===== src/rtl/disp_cmd_regs.sv =====
module disp_cmd_regs #(
  parameter int X_MAX = 101,
  parameter int Y_MAX = 8
) (
  input  logic       clk,
  input  logic       rst_n,
  input  logic       cmd_valid,
  input  logic [7:0] cmd_byte,
  output logic       pwr_down,
  output logic       vert_mode,
  output logic       ext_page,
  output logic       mirror_x,
  output logic       mirror_y,
  output logic [1:0] disp_mode,
  output logic       rmw_en,
  output logic [1:0] temp_coef,
  output logic [2:0] bias_sel,
  output logic [6:0] vop_code,
  output logic       hv_enable,
  output logic       x_load,
  output logic [6:0] x_value,
  output logic       y_load,
  output logic [3:0] y_value,
  output logic [7:0] status_byte
);
  localparam logic [6:0] XLIM = 7'(X_MAX);
  localparam logic [3:0] YLIM = 4'(Y_MAX);

  wire basic = cmd_valid && !ext_page;
  wire extd  = cmd_valid &&  ext_page;

  wire op_func = cmd_valid && cmd_byte[7:5] == 3'b001;
  wire op_disp = basic && cmd_byte[7:3] == 5'b00001 && !cmd_byte[1];
  wire op_rmw  = basic && cmd_byte[7:1] == 7'b0000001;
  wire op_y    = basic && cmd_byte[7:4] == 4'b0100 && cmd_byte[3:0] <= YLIM;
  wire op_x    = basic && cmd_byte[7] && cmd_byte[6:0] <= XLIM;
  wire op_tc   = extd && cmd_byte[7:2] == 6'b000001;
  wire op_bias = extd && cmd_byte[7:3] == 5'b00010;
  wire op_vop  = extd && cmd_byte[7];

  always_ff @(posedge clk or negedge rst_n) begin
    if (!rst_n) begin
      pwr_down  <= 1'b1;
      vert_mode <= 1'b0;
      ext_page  <= 1'b0;
      mirror_x  <= 1'b0;
      mirror_y  <= 1'b0;
    end else if (op_func) begin
      mirror_x  <= cmd_byte[4];
      mirror_y  <= cmd_byte[3];
      pwr_down  <= cmd_byte[2];
      vert_mode <= cmd_byte[1];
      ext_page  <= cmd_byte[0];
    end
  end

  always_ff @(posedge clk or negedge rst_n) begin
    if (!rst_n) begin
      disp_mode <= 2'b00;
      rmw_en    <= 1'b0;
    end else begin
      if (op_disp) disp_mode <= {cmd_byte[2], cmd_byte[0]};
      if (op_rmw)  rmw_en    <= cmd_byte[0];
    end
  end

  always_ff @(posedge clk or negedge rst_n) begin
    if (!rst_n) begin
      temp_coef <= 2'b00;
      bias_sel  <= 3'b000;
      vop_code  <= 7'd0;
    end else begin
      if (op_tc)   temp_coef <= cmd_byte[1:0];
      if (op_bias) bias_sel  <= cmd_byte[2:0];
      if (op_vop)  vop_code  <= cmd_byte[6:0];
    end
  end

  always_ff @(posedge clk or negedge rst_n) begin
    if (!rst_n) begin
      x_load  <= 1'b0;
      y_load  <= 1'b0;
      x_value <= 7'd0;
      y_value <= 4'd0;
    end else begin
      x_load <= op_x;
      y_load <= op_y;
      if (op_x) x_value <= cmd_byte[6:0];
      if (op_y) y_value <= cmd_byte[3:0];
    end
  end

  assign hv_enable   = !pwr_down && (vop_code != 7'd0);
  assign status_byte = {2'b00, disp_mode, mirror_x, mirror_y, 1'b0, pwr_down};

  wire [19:0] cfg = {pwr_down, vert_mode, ext_page, mirror_x, mirror_y,
                     disp_mode, rmw_en, temp_coef, bias_sel, vop_code};

  assert_func_page_R2: assert property (@(posedge clk) disable iff (!rst_n)
    op_func |=> ext_page == $past(cmd_byte[0]) && pwr_down == $past(cmd_byte[2]));

  assert_nop_R3: assert property (@(posedge clk) disable iff (!rst_n)
    (cmd_valid && cmd_byte == 8'h00) |=> $stable(cfg) && !x_load && !y_load);

  assert_idle_R14: assert property (@(posedge clk) disable iff (!rst_n)
    !cmd_valid |=> $stable(cfg) && !x_load && !y_load);

  assert_xload_R6: assert property (@(posedge clk) disable iff (!rst_n)
    x_load |-> x_value <= XLIM && $past(cmd_valid) && !$past(ext_page));

  assert_yload_R7: assert property (@(posedge clk) disable iff (!rst_n)
    y_load |-> y_value <= YLIM && $past(cmd_valid) && !$past(ext_page));

  assert_strobes_R11: assert property (@(posedge clk) disable iff (!rst_n)
    $onehot0({x_load, y_load}));

  assert_hv_rise_R12: assert property (@(posedge clk) disable iff (!rst_n)
    $rose(hv_enable) |-> $past(cmd_valid));
endmodule


===== config.mk =====
export PLATFORM = sky130hd
export DESIGN_NAME = disp_cmd_regs
export DESIGN_NICKNAME = d
export VERILOG_FILES = /design/src/rtl/disp_cmd_regs.sv
export SDC_FILE = /design/constraint.sdc
export NUM_CORES = 1
export LEC_CHECK = 0
export BUFFER_PORTS_ARGS = -buffer_cell sky130_fd_sc_hd__buf_2
export CAP_MARGIN = 20
export CORE_MARGIN = 1
export CORE_UTILIZATION = 43
export DETAILED_ROUTE_END_ITERATION = 8
export PLACE_DENSITY = 0.81
export SLEW_MARGIN = 25
export SYNTH_ARGS = -nofsm -noshare
export SYNTH_HDL_FRONTEND = slang
export SYNTH_SLANG_ARGS = --single-unit

===== constraint.sdc =====
create_clock -name clk -period 1.3 [get_ports clk]
set_clock_uncertainty 0.05 [all_clocks]
set_input_delay 0.195 -clock clk [delete_from_list [all_inputs] [get_ports clk]]
set_output_delay 0.195 -clock clk [all_outputs]
set_load 0.05 [all_outputs]

; ---- After elaboration in Yosys (flattened, before gate mapping)
; Index checks and enable logic that the tools add are counted.
[classes]
n_lt_le_gt_ge = 2
eq_ne = 6
reduce_logical = 18
[op_table]
columns = op, count
row1 = $logic_and 1x1->1, 14
row2 = $eq 7x1->1 const B, 1
row3 = $le 7x7->1 const B, 1
row4 = $reduce_bool 7->1, 1
row5 = $eq 6x1->1 const B, 1
row6 = $eq 5x1->1 const B, 1
row7 = $eq 5x2->1 const B, 1
row8 = $eq 4x3->1 const B, 1
row9 = $le 4x4->1 const B, 1
row10 = $eq 3x1->1 const B, 1
row11 = $logic_not 1->1, 3
[word_totals]
ff_bits = 33
in_bits = 11
output_inout_bits = 42
wordCells = 40

; ---- Longest topological paths before layout
; Gate-level depths: netlist of the first run.
[depth]
word_depth = 4
depth_mapped = 4
depth_no_buf = 4

; ---- Worst setup path after synthesis of the first run
; Ideal clock, no wire load.
[synth_timing]
path_type = register to output
startpoint = register vop_code[1]
endpoint = output port hv_enable
t_arrival_ns = 1.542
required_time_ns = 1.055
path_slack_ns = -0.487
stages_incl_launch_ff = 3
cell_sequence = dfrtp_1 nor3_1 a21oi_1
[synth_between]
elab_chain_len = 2
[synth_lines]
columns = element, line
row1 = "start, declared", 18  ; output logic [6:0] vop_code,
row2 = "start signal, assigned", 75  ; if (op_vop) vop_code <= cmd_byte[6:0];
row3 = $reduce_bool 7->1, 93  ; assign hv_enable = !pwr_down && (vop_code != 7'd0);
row4 = $logic_and 1x1->1, 93
row5 = "end, declared", 19  ; output logic hv_enable,
; No other way between the ends.

; ---- Final worst setup path of the first run
[layout_timing]
startpoint = register vop_code[2]
endpoint = output port hv_enable
; The elaborated chain is that of the path after synthesis.

==> results.cfg, run 1 <==
[synth]
yosysMostFrequentCell = sky130_fd_sc_hd__dfrtp_1
synthDominantCellAreaShare_pct = 55.17
seq_area_frac_synth_pct = 56.98
synth.distinct_cells = 27
ys_async_sr_fraction_pct = 100.0
synth-main-ff-cell = sky130_fd_sc_hd__dfrtp_1
synth_top_cell_by_area = sky130_fd_sc_hd__dfrtp_1
synth.top_cells.by_area = sky130_fd_sc_hd__dfrtp_1 55%, sky130_fd_sc_hd__mux2_2 19%, sky130_fd_sc_hd__buf_4 4.1%
syn-mean-instance-area_um2 = 13.56
synth_cells = 107
seq_cells_post_synth = 33
yosys_warnings = 0
synth.cell_area_um2 = 1451
synth.top_cells.by_count = 32 x sky130_fd_sc_hd__dfrtp_1, 25 x sky130_fd_sc_hd__mux2_2, 8 x sky130_fd_sc_hd__buf_4
synth_edf_count = 0

[critical_path]
worst_path_dominant_cell_family = flip-flops
worst_r2r_startpoint = ext_page
critPathKind = reg -> out
slowest_stage = sky130_fd_sc_hd__dfrtp_1
cell_by_cell_trace_of_the_critical_path = nor4_4 > a21oi_4 > buf_6
rr_worst_depth = 3
crit_arrival_ns = 1.36
largest_fanout_on_the_critical_path = 2
kind_of_end_point_of_the_critical_path = primary output
timing.critical_path.buf_inv = 1
ff2ff_setup_slack_ns = -0.03
worstSetupStartpointType = flop
largest_stage_delay_worst_path_ns = 0.43
cp_data_required_time_ns = 1.05
timing.rr.end = x_value[2]

[min_path]
min_delay_path_depth = 3
holdCritPathClass = in -> reg
worst_hold_path.endpoint = y_load
worstHoldStart = cmd_byte[6]

[timing]
hold_violation_total_from_the_final_report = 0
drv_slew = 0
post-route-worst-setup-slack_ns = -0.3020
final_critical_path_share_of_the_clock_period_pct = 123.2
setup_viol_count_final = 10
rsz0062_at_grt = yes
timing.final.crit_period_ns = 1.602
whs_ns = 0.1505
clock.fmax_ghz = 0.6242

[finish]
area_growth_pct = 38.97
layout.nets = 181
post_route_cells_drive_above_1_share_pct = 63.16
antenna_cells_inserted = 0
final_cells = 215

[grt]
grt.overflow.total = 0
global_route.usage.total_pct = 21.09
grt_pass1_wl_um = 5319
grt_antenna_before_repair = 0
first_global_vias = 1090
largest_net_degree_at_the_start_of_global_routing = 18

[place]
gp_routability_congestion = 0.7757
dp.cells = 205
hpwlAfterDp_um = 2371
io_buffer_count = 49

[die]
floorplan.die.width_um = 60.10
die_y_um = 60.10
floorplan.rows = 20
design.core.area_um2 = 3128
ios = 53
initial_core_util_pct = 46.40
dieArea_um2 = 3611

[drt]
drtPass1Iterations = 4
detailroute.wirelength.met2_um = 1600
vias = 1086
avgRoutedWirePerCell_um = 14.92
dr.max_layer_used = met4
first_iter_violations = 26
sum_of_routed_wire_length_over_all_layers_um = 3207
antenna_violating_nets_post_route = 0
drcViolationCount = 0
vias_per_cell = 5.051
wirelength_met1_um = 1374
met3RoutedLength_um = 159

[clocking]
clkSlewWorstSetupHoldPaths_ns = 0.10
clkSinkCount = 33
cts_root_buffer = sky130_fd_sc_hd__clkbuf_4
cts.path.max_buffers = 2
clock_tree.htree_level_count = 2
clock_tree_from_tritoncts = yes
clk-insertion-delay-late_ns = 0.33
cts_inserted_buffers = 5

[status]
failed_checks = negative setup slack
status = complete, but fails checks

[pwr]
power_density_nw_per_um2 = 2087
max-vdd-ir-drop_mv = 1.001
leakage_nw = 0.9873

[run]
max_cap_viol_count = 0
-- worst register-to-register path, delay by kind of cell (launching register included) --
family             cells  cell delay, ns
AOI/OAI and AO/OA      1            0.25
DFF                    1            0.45
muxes                  1            0.28
and+or+nand+nor        1            0.19
-- area by class of cell --
class	instances	area (µm²)
Clock buffer	7	55.05
Clock inverter	1	30.03
Fill cell	239	1111
Inverter	1	3.754
Multi-Input combinational cell	62	586.8
Sequential cell	33	828.3
Tap cell	44	55.05
Timing Repair Buffer	67	457.9
-- cell usage in the layout (no fill, tap or decap), types with 2 or more instances in the layout --
cell	count
sky130_fd_sc_hd__dfrtp_1	31
sky130_fd_sc_hd__conb_1	3
sky130_fd_sc_hd__o32a_1	3
sky130_fd_sc_hd__nor3_1	2
sky130_fd_sc_hd__o21a_1	3
sky130_fd_sc_hd__mux2_2	25
sky130_fd_sc_hd__nor2_1	4
sky130_fd_sc_hd__clkbuf_4	7
sky130_fd_sc_hd__buf_2	40
sky130_fd_sc_hd__buf_4	15
sky130_fd_sc_hd__buf_6	4
sky130_fd_sc_hd__buf_8	5
sky130_fd_sc_hd__o22a_1	2
sky130_fd_sc_hd__nand4_1	4
-- power breakdown --
group | internal, W | leakage [nW] | switching [W] | total [W]
clock | 0.000459 | 0.0455 | 0.000343 | 0.000802
combinational | 0.000629 | 0.534 | 0.00132 | 0.00195
sequential | 0.00127 | 0.408 | 0.000189 | 0.00146
-- metrics by stage --
step	power, W	utilization (%)	setup slack [ns]	area (µm²)	TNS, ns
after floorplan	0.002780	-	-0.1466	1478	-1.360
after global placement	0.003176	58.12	-0.05375	1818	-0.4439
after detailed placement	0.003226	58.12	-0.07532	1818	-0.6386
after CTS	0.004201	63.76	-0.3272	1994	-0.6793
after global routing	0.004403	64.48	-0.3840	2017	-1.316
final	0.004209	64.48	-0.3020	2017	-0.6884
-- cell families (layout without fill, tap and decap cells) --
group	count (synthesis)	after routing	synth area share, %
compound gates	13	13	7.932
buf+inv	14	76	5.775
flops	33	33	56.98
mux	25	25	19.40
other cells	1	3	0.2584
simple gates	21	21	9.656
-- sequential cells by signal (all words and copies together) (netlist names) --
signal     cells
y_value        4
vop_code       7
mirror_x       1
mirror_y       1
rmw_en         1
temp_coef      2
y_load         1
pwr_down       1
vert_mode      1
x_load         1
bias_sel       3
disp_mode      2
ext_page       1
x_value        7
-- worst max path at each step --
stage / start / end / slack, ns / cells after the start
floorplan: ext_page / x_value[0] / -0.15 / 3
global placement: cmd_byte[5] / y_value[0] / -0.05 / 4
detailed placement: cmd_byte[7] / y_value[1] / -0.08 / 4
CTS: vop_code[6] / hv_enable / -0.33 / 3
global route: vop_code[2] / hv_enable / -0.38 / 3
finish: vop_code[2] / hv_enable / -0.30 / 3
-- timing repair --
action,4_1_cts,5_1_grt
gates cloned,0,0
hold endpoints to repair,16,0
buffers inserted,0,1
endpoints found under the setup margin,14,16
pin swaps,2,1
gates resized for setup,23,4
hold buffers,1,0
-- layer usage --
| layer | GRT usage (%) | vias to the layer above |
|---|---|---|
| li1 | - | 513 |
| met1 | 25.56 | 528 |
| met5 | 0 | - |
| met4 | 11.96 | 0 |
| met3 | 4.329 | 7 |
| met2 | 34.76 | 38 |
Note: power is estimated with default switching activity, not from simulation.
==> run 2: changes to the inputs <==
SKIP_LAST_GASP = 1   (was unset)
==> run 2 against run 1 <==
Against the previous run: the run still ends with negative setup slack left; total power about the same; non-clock buffer count stayed put; global-route usage barely moved; cell count unchanged; core utilization unchanged; clock power about the same; combinational power hardly changed; register-to-register slack barely moved; design area stayed put; die area unchanged; critical path type unchanged; largest cell class unchanged; highest routed layer unchanged.
==> results.cfg, run 2 (synthesis results as in run 1) <==
[place]
placement.cell_area_um2 = 1818
io_buffer_count = 49
hpwlAfterDp_um = 2371
gp_routability_congestion = 0.7757

[clocking]
clkSlewWorstSetupHoldPaths_ns = 0.10
clock_tree_from_tritoncts = yes
cts.path.max_buffers = 2
clk-insertion-delay-late_ns = 0.33
clkSinkCount = 33
cts_inserted_buffers = 5
cts_root_buffer = sky130_fd_sc_hd__clkbuf_4
clock_tree.htree_level_count = 2

[grt]
grt.overflow.total = 0
global_route.usage.total_pct = 21.04
largest_net_degree_at_the_start_of_global_routing = 18
grt_pass1_wl_um = 5319
first_global_vias = 1096
grt_antenna_before_repair = 0

[critical_path]
cp_data_required_time_ns = 1.05
worstSetupStartpointType = flop
crit_arrival_ns = 1.36
kind_of_end_point_of_the_critical_path = primary output
largest_fanout_on_the_critical_path = 2
rr_worst_depth = 3
critPathKind = reg -> out
ff2ff_setup_slack_ns = -0.03
worst_r2r_startpoint = ext_page
timing.rr.end = x_value[2]

[min_path]
min_delay_path_depth = 3
worstHoldStart = cmd_byte[6]
worst_hold_path.endpoint = y_load
holdCritPathClass = in -> reg

[drt]
vias = 1086
first_iter_violations = 27
drtPass1Iterations = 4
vias_per_cell = 5.051
drcViolationCount = 0
antenna_violating_nets_post_route = 0
sum_of_routed_wire_length_over_all_layers_um = 3199
avgRoutedWirePerCell_um = 14.88

[die]
floorplan.die.width_um = 60.10
floorplan.rows = 20
initial_core_util_pct = 46.40
die_y_um = 60.10
design.core.area_um2 = 3128
dieArea_um2 = 3611
ios = 53

[finish]
layout.nets = 181
antenna_cells_inserted = 0
largest_registers = vop_code (7), x_value (7), y_value (4)
postLayoutCellArea_um2 = 2017
mostFrequentLayoutCells = 40 x sky130_fd_sc_hd__buf_2, 31 x sky130_fd_sc_hd__dfrtp_1, 25 x sky130_fd_sc_hd__mux2_2, 15 x sky130_fd_sc_hd__buf_4, 7 x sky130_fd_sc_hd__clkbuf_4
final_common_cell = sky130_fd_sc_hd__buf_2
finalCoreUtilization_pct = 64.48
post_route_cells_drive_above_1_share_pct = 63.16
area_growth_pct = 38.97

[status]
status = complete, but fails checks
failed_checks = negative setup slack

[timing]
final_total_negative_setup_slack_ns = -0.6890
drv_slew = 0
whs_ns = 0.1505
hold_violation_total_from_the_final_report = 0
rsz0062_at_grt = yes
clock.fmax_ghz = 0.6244
post-route-worst-setup-slack_ns = -0.3015
setup_viol_count_final = 10
timing.final.crit_period_ns = 1.601
final_critical_path_share_of_the_clock_period_pct = 123.2

[run]
max_cap_viol_count = 0

[pwr]
max-vdd-ir-drop_mv = 1.001
leakage_nw = 0.9873
power_density_nw_per_um2 = 2086
[run 2: worst max-delay path by stage]
stage                     cells past startpoint         end         from  slack [ns]
after floorplan                               3  x_value[0]     ext_page       -0.15
after global placement                        4  y_value[0]  cmd_byte[5]       -0.05
after detailed placement                      4  y_value[1]  cmd_byte[7]       -0.08
after CTS                                     3   hv_enable  vop_code[6]       -0.33
after global routing                          3   hv_enable  vop_code[2]       -0.38
final                                         3   hv_enable  vop_code[2]       -0.30
[run 2: per-stage QoR]
step	worst slack, ns	power (W)	std cells
floorplan	-0.1466	0.002780	109
global placement	-0.05375	0.003176	205
detailed placement	-0.07532	0.003226	205
CTS	-0.3272	0.004193	214
global route	-0.3840	0.004403	215
finish	-0.3015	0.004207	215
[run 2: cell type report]
class / instances / area, µm²
Timing Repair Buffer: 67 / 457.9
Fill cell: 239 / 1111
Multi-Input combinational cell: 62 / 586.8
Clock buffer: 7 / 55.05
Tap cell: 44 / 55.05
Inverter: 1 / 3.754
Clock inverter: 1 / 30.03
Sequential cell: 33 / 828.3
[run 2: report_power, final]
group	internal [W]	leakage (nW)	switching [W]	total, W
registers	0.00127	0.408	0.000189	0.00146
logic	0.000629	0.534	0.00132	0.00195
clock network	0.000459	0.0455	0.000343	0.000802
[run 2: critical path, cell delays in order (launching register included)]
cell,delay (ns)
sky130_fd_sc_hd__dfrtp_1,0.43
sky130_fd_sc_hd__nor4_4,0.34
sky130_fd_sc_hd__a21oi_4,0.08
sky130_fd_sc_hd__buf_6,0.16
[run 2: layer usage]
metal  GRT usage [%]  up-vias  share of wire (%)
met2           34.60       38                 50
met3           4.329        7                5.2
met5               0        -                  0
li1                -      513                  -
met4           11.96        0                2.3
met1           25.56      528                 43
[run 2: what timing repair did]
action                                  in CTS  in global routing
buffers inserted                             0                  1
pin swaps                                    2                  1
endpoints found under the setup margin      14                 17
hold buffers                                 1                  0
resized for setup                           22                  6
endpoints found under the hold margin       16                  0
==> run 3: changes to the inputs <==
ABC_AREA = 1   (was unset)
CORE_UTILIZATION = 44   (was 43)
PLACE_DENSITY = 0.82   (was 0.81)
==> run 3 against run 2 <==
Against the previous run: the flow still finishes with violations (negative setup slack); flip-flop and latch count stayed put; die area is 0.90% higher; global-route usage is 0.48 points lower; first-iteration DRC count grew to 2.5 times the previous value.
==> results.cfg, run 3 <==
[status]
status = complete, but fails checks
failed_checks = negative setup slack

[timing]
setup_viol_count_final = 4
timing.final.crit_period_ns = 1.517
drv_slew = 0
final_total_negative_setup_slack_ns = -0.3701
post-route-worst-setup-slack_ns = -0.2174
final_critical_path_share_of_the_clock_period_pct = 116.7
clock.fmax_ghz = 0.6590
max-slew-margin-rel_pct = 59.19
hold_violation_total_from_the_final_report = 0
worstMarginPinSlew_ns = 0.6121
rsz0062_at_grt = yes

[place]
dp.cells = 265
io_buffer_count = 49
gp_routability_congestion = 0.9775
hpwlAfterDp_um = 2438
placement.cell_area_um2 = 1785

[drt]
vias_per_cell = 4.858
sum_of_routed_wire_length_over_all_layers_um = 3350
vias = 1336
drcViolationCount = 0
avgRoutedWirePerCell_um = 12.18
drtPass1Iterations = 4
first_iter_violations = 68
antenna_violating_nets_post_route = 0

[synth]
seq_cells_post_synth = 33
syn-mean-instance-area_um2 = 8.469
yosys_warnings = 0
synth.cell_area_um2 = 1499
seq_area_frac_synth_pct = 55.18
synth_cells = 177
synth.distinct_cells = 21
yosysMostFrequentCell = sky130_fd_sc_hd__nand2_1
synthDominantCellAreaShare_pct = 53.42
synth.top_cells.by_count = 62 x sky130_fd_sc_hd__nand2_1, 32 x sky130_fd_sc_hd__dfrtp_1, 19 x sky130_fd_sc_hd__nand3_1
synth.top_cells.by_area = sky130_fd_sc_hd__dfrtp_1 53%, sky130_fd_sc_hd__nand2_1 16%, sky130_fd_sc_hd__nand3_1 6.3%
synth-main-ff-cell = sky130_fd_sc_hd__dfrtp_1
synth_edf_count = 0
synth_top_cell_by_area = sky130_fd_sc_hd__dfrtp_1
ys_async_sr_fraction_pct = 100.0

[finish]
postLayoutCellArea_um2 = 1908
antenna_cells_inserted = 0
largest_registers = vop_code (7), x_value (7), y_value (4)
mostFrequentLayoutCells = 61 x sky130_fd_sc_hd__nand2_1, 45 x sky130_fd_sc_hd__buf_2, 27 x sky130_fd_sc_hd__dfrtp_1, 19 x sky130_fd_sc_hd__nand3_1, 15 x sky130_fd_sc_hd__o21ai_0
final_common_cell = sky130_fd_sc_hd__nand2_1
layout.nets = 241
area_growth_pct = 27.30
final_cells = 275
post_route_cells_drive_above_1_share_pct = 33.77
finalCoreUtilization_pct = 60.52

[critical_path]
worstSetupStartpointType = flop
ff2ff_setup_slack_ns = 0.08
cp_data_required_time_ns = 1.05
largest_fanout_on_the_critical_path = 3
kind_of_end_point_of_the_critical_path = primary output
critPathKind = reg -> out
crit_arrival_ns = 1.27

[pwr]
max-vdd-ir-drop_mv = 0.7881
power_density_nw_per_um2 = 1888
part_of_the_total_power_dissipated_in_the_clock_network_pct = 14.9
power_frac_seq_pct = 39.0
p_sw_share_pct = 48.44
combPwrFrac_pct = 46.1
report.power.total_w = 0.003603
leakage_nw = 1.055
p_sw_w = 0.001745
internal_power_w = 0.001858

[clocking]
clk-insertion-delay-late_ns = 0.33
cts_inserted_buffers = 5
clock_tree_from_tritoncts = yes
clock_tree.htree_level_count = 2
cts_root_buffer = sky130_fd_sc_hd__clkbuf_4
cts.path.max_buffers = 2
clkSinkCount = 33
clkSlewWorstSetupHoldPaths_ns = 0.10

[die]
dieArea_um2 = 3644
initial_core_util_pct = 47.54
die_y_um = 60.37
ios = 53
floorplan.die.width_um = 60.37
design.core.area_um2 = 3153
floorplan.rows = 20

[grt]
grt_pass1_wl_um = 5340
largest_net_degree_at_the_start_of_global_routing = 29
global_route.usage.total_pct = 20.56
grt.overflow.total = 0
grt_antenna_before_repair = 0
first_global_vias = 1185

[min_path]
holdCritPathClass = in -> reg

[run]
max_cap_viol_count = 0
==> run 3: metrics by stage <==
stage	hold slack [ns]	worst slack [ns]
floorplan	-0.1506	-0.06542
global placement	0.1798	0.1147
detailed placement	0.1937	0.08523
CTS	0.08970	-0.2253
global route	0.1149	-0.2754
finish	0.1051	-0.2174
==> run 3: power by group through the flow <==
stage          Combinational, W  Clock, W  Sequential [W]
2_1_floorplan          0.000487         0         0.00214
6_report                0.00166  0.000535         0.00141
5_1_grt                 0.00177  0.000603         0.00143
4_1_cts                 0.00162  0.000559         0.00139
3_5_place_dp            0.00156         0         0.00140
3_3_place_gp            0.00153         0         0.00140
==> run 3: layer usage <==
layer / vias up / global-route usage, % / routed length, µm
met5: - / 0 / 0
met4: 0 / 8.306 / 50
met3: 5 / 6.610 / 250
met2: 53 / 31.08 / 1565
met1: 617 / 27.46 / 1484
li1: 661 / - / -
==> run 3: path summary, 6_finish.rpt <==
kind / from / to / cells after the start
max: vop_code[0] / hv_enable / 3
min: cmd_byte[3] / y_value[3] / 3
max reg2reg: ext_page / x_value[4] / 6
min reg2reg: y_value[0] / y_value[0] / 2
max in group asynchronous: rst_n / x_value[1] / 3
min in group asynchronous: rst_n / vop_code[4] / 2
==> run 3: kinds of logic after synthesis <==
kind of cell,after synthesis,synth area share [%]
other cells,1,0.2502
simple gates,104,31.22
buf+inv,23,7.930
flops,33,55.18
compound gates,16,5.426
==> run 3: final cells by class <==
cell class,count,area (µm²)
Clock buffer,6,41.29
Clock inverter,2,10.01
Fill cell,307,1245
Inverter,13,48.80
Multi-Input combinational cell,123,594.3
Sequential cell,33,833.3
Tap cell,44,55.05
Timing Repair Buffer,54,325.3
==> run 3: what timing repair did <==
item | 4_1_cts | 5_1_grt
resized for setup | 8 | 8
hold buffers | 1 | 0
pin swaps | 1 | 3
endpoints found under the hold margin | 25 | 0
buffers inserted | 1 | 0
endpoints found under the setup margin | 3 | 10
==> run 3: critical path, stage by stage, from the launching register on <==
cell,delay (ns)
sky130_fd_sc_hd__dfrtp_1,0.43
sky130_fd_sc_hd__nor3_4,0.23
sky130_fd_sc_hd__a31oi_4,0.11
sky130_fd_sc_hd__buf_6,0.17
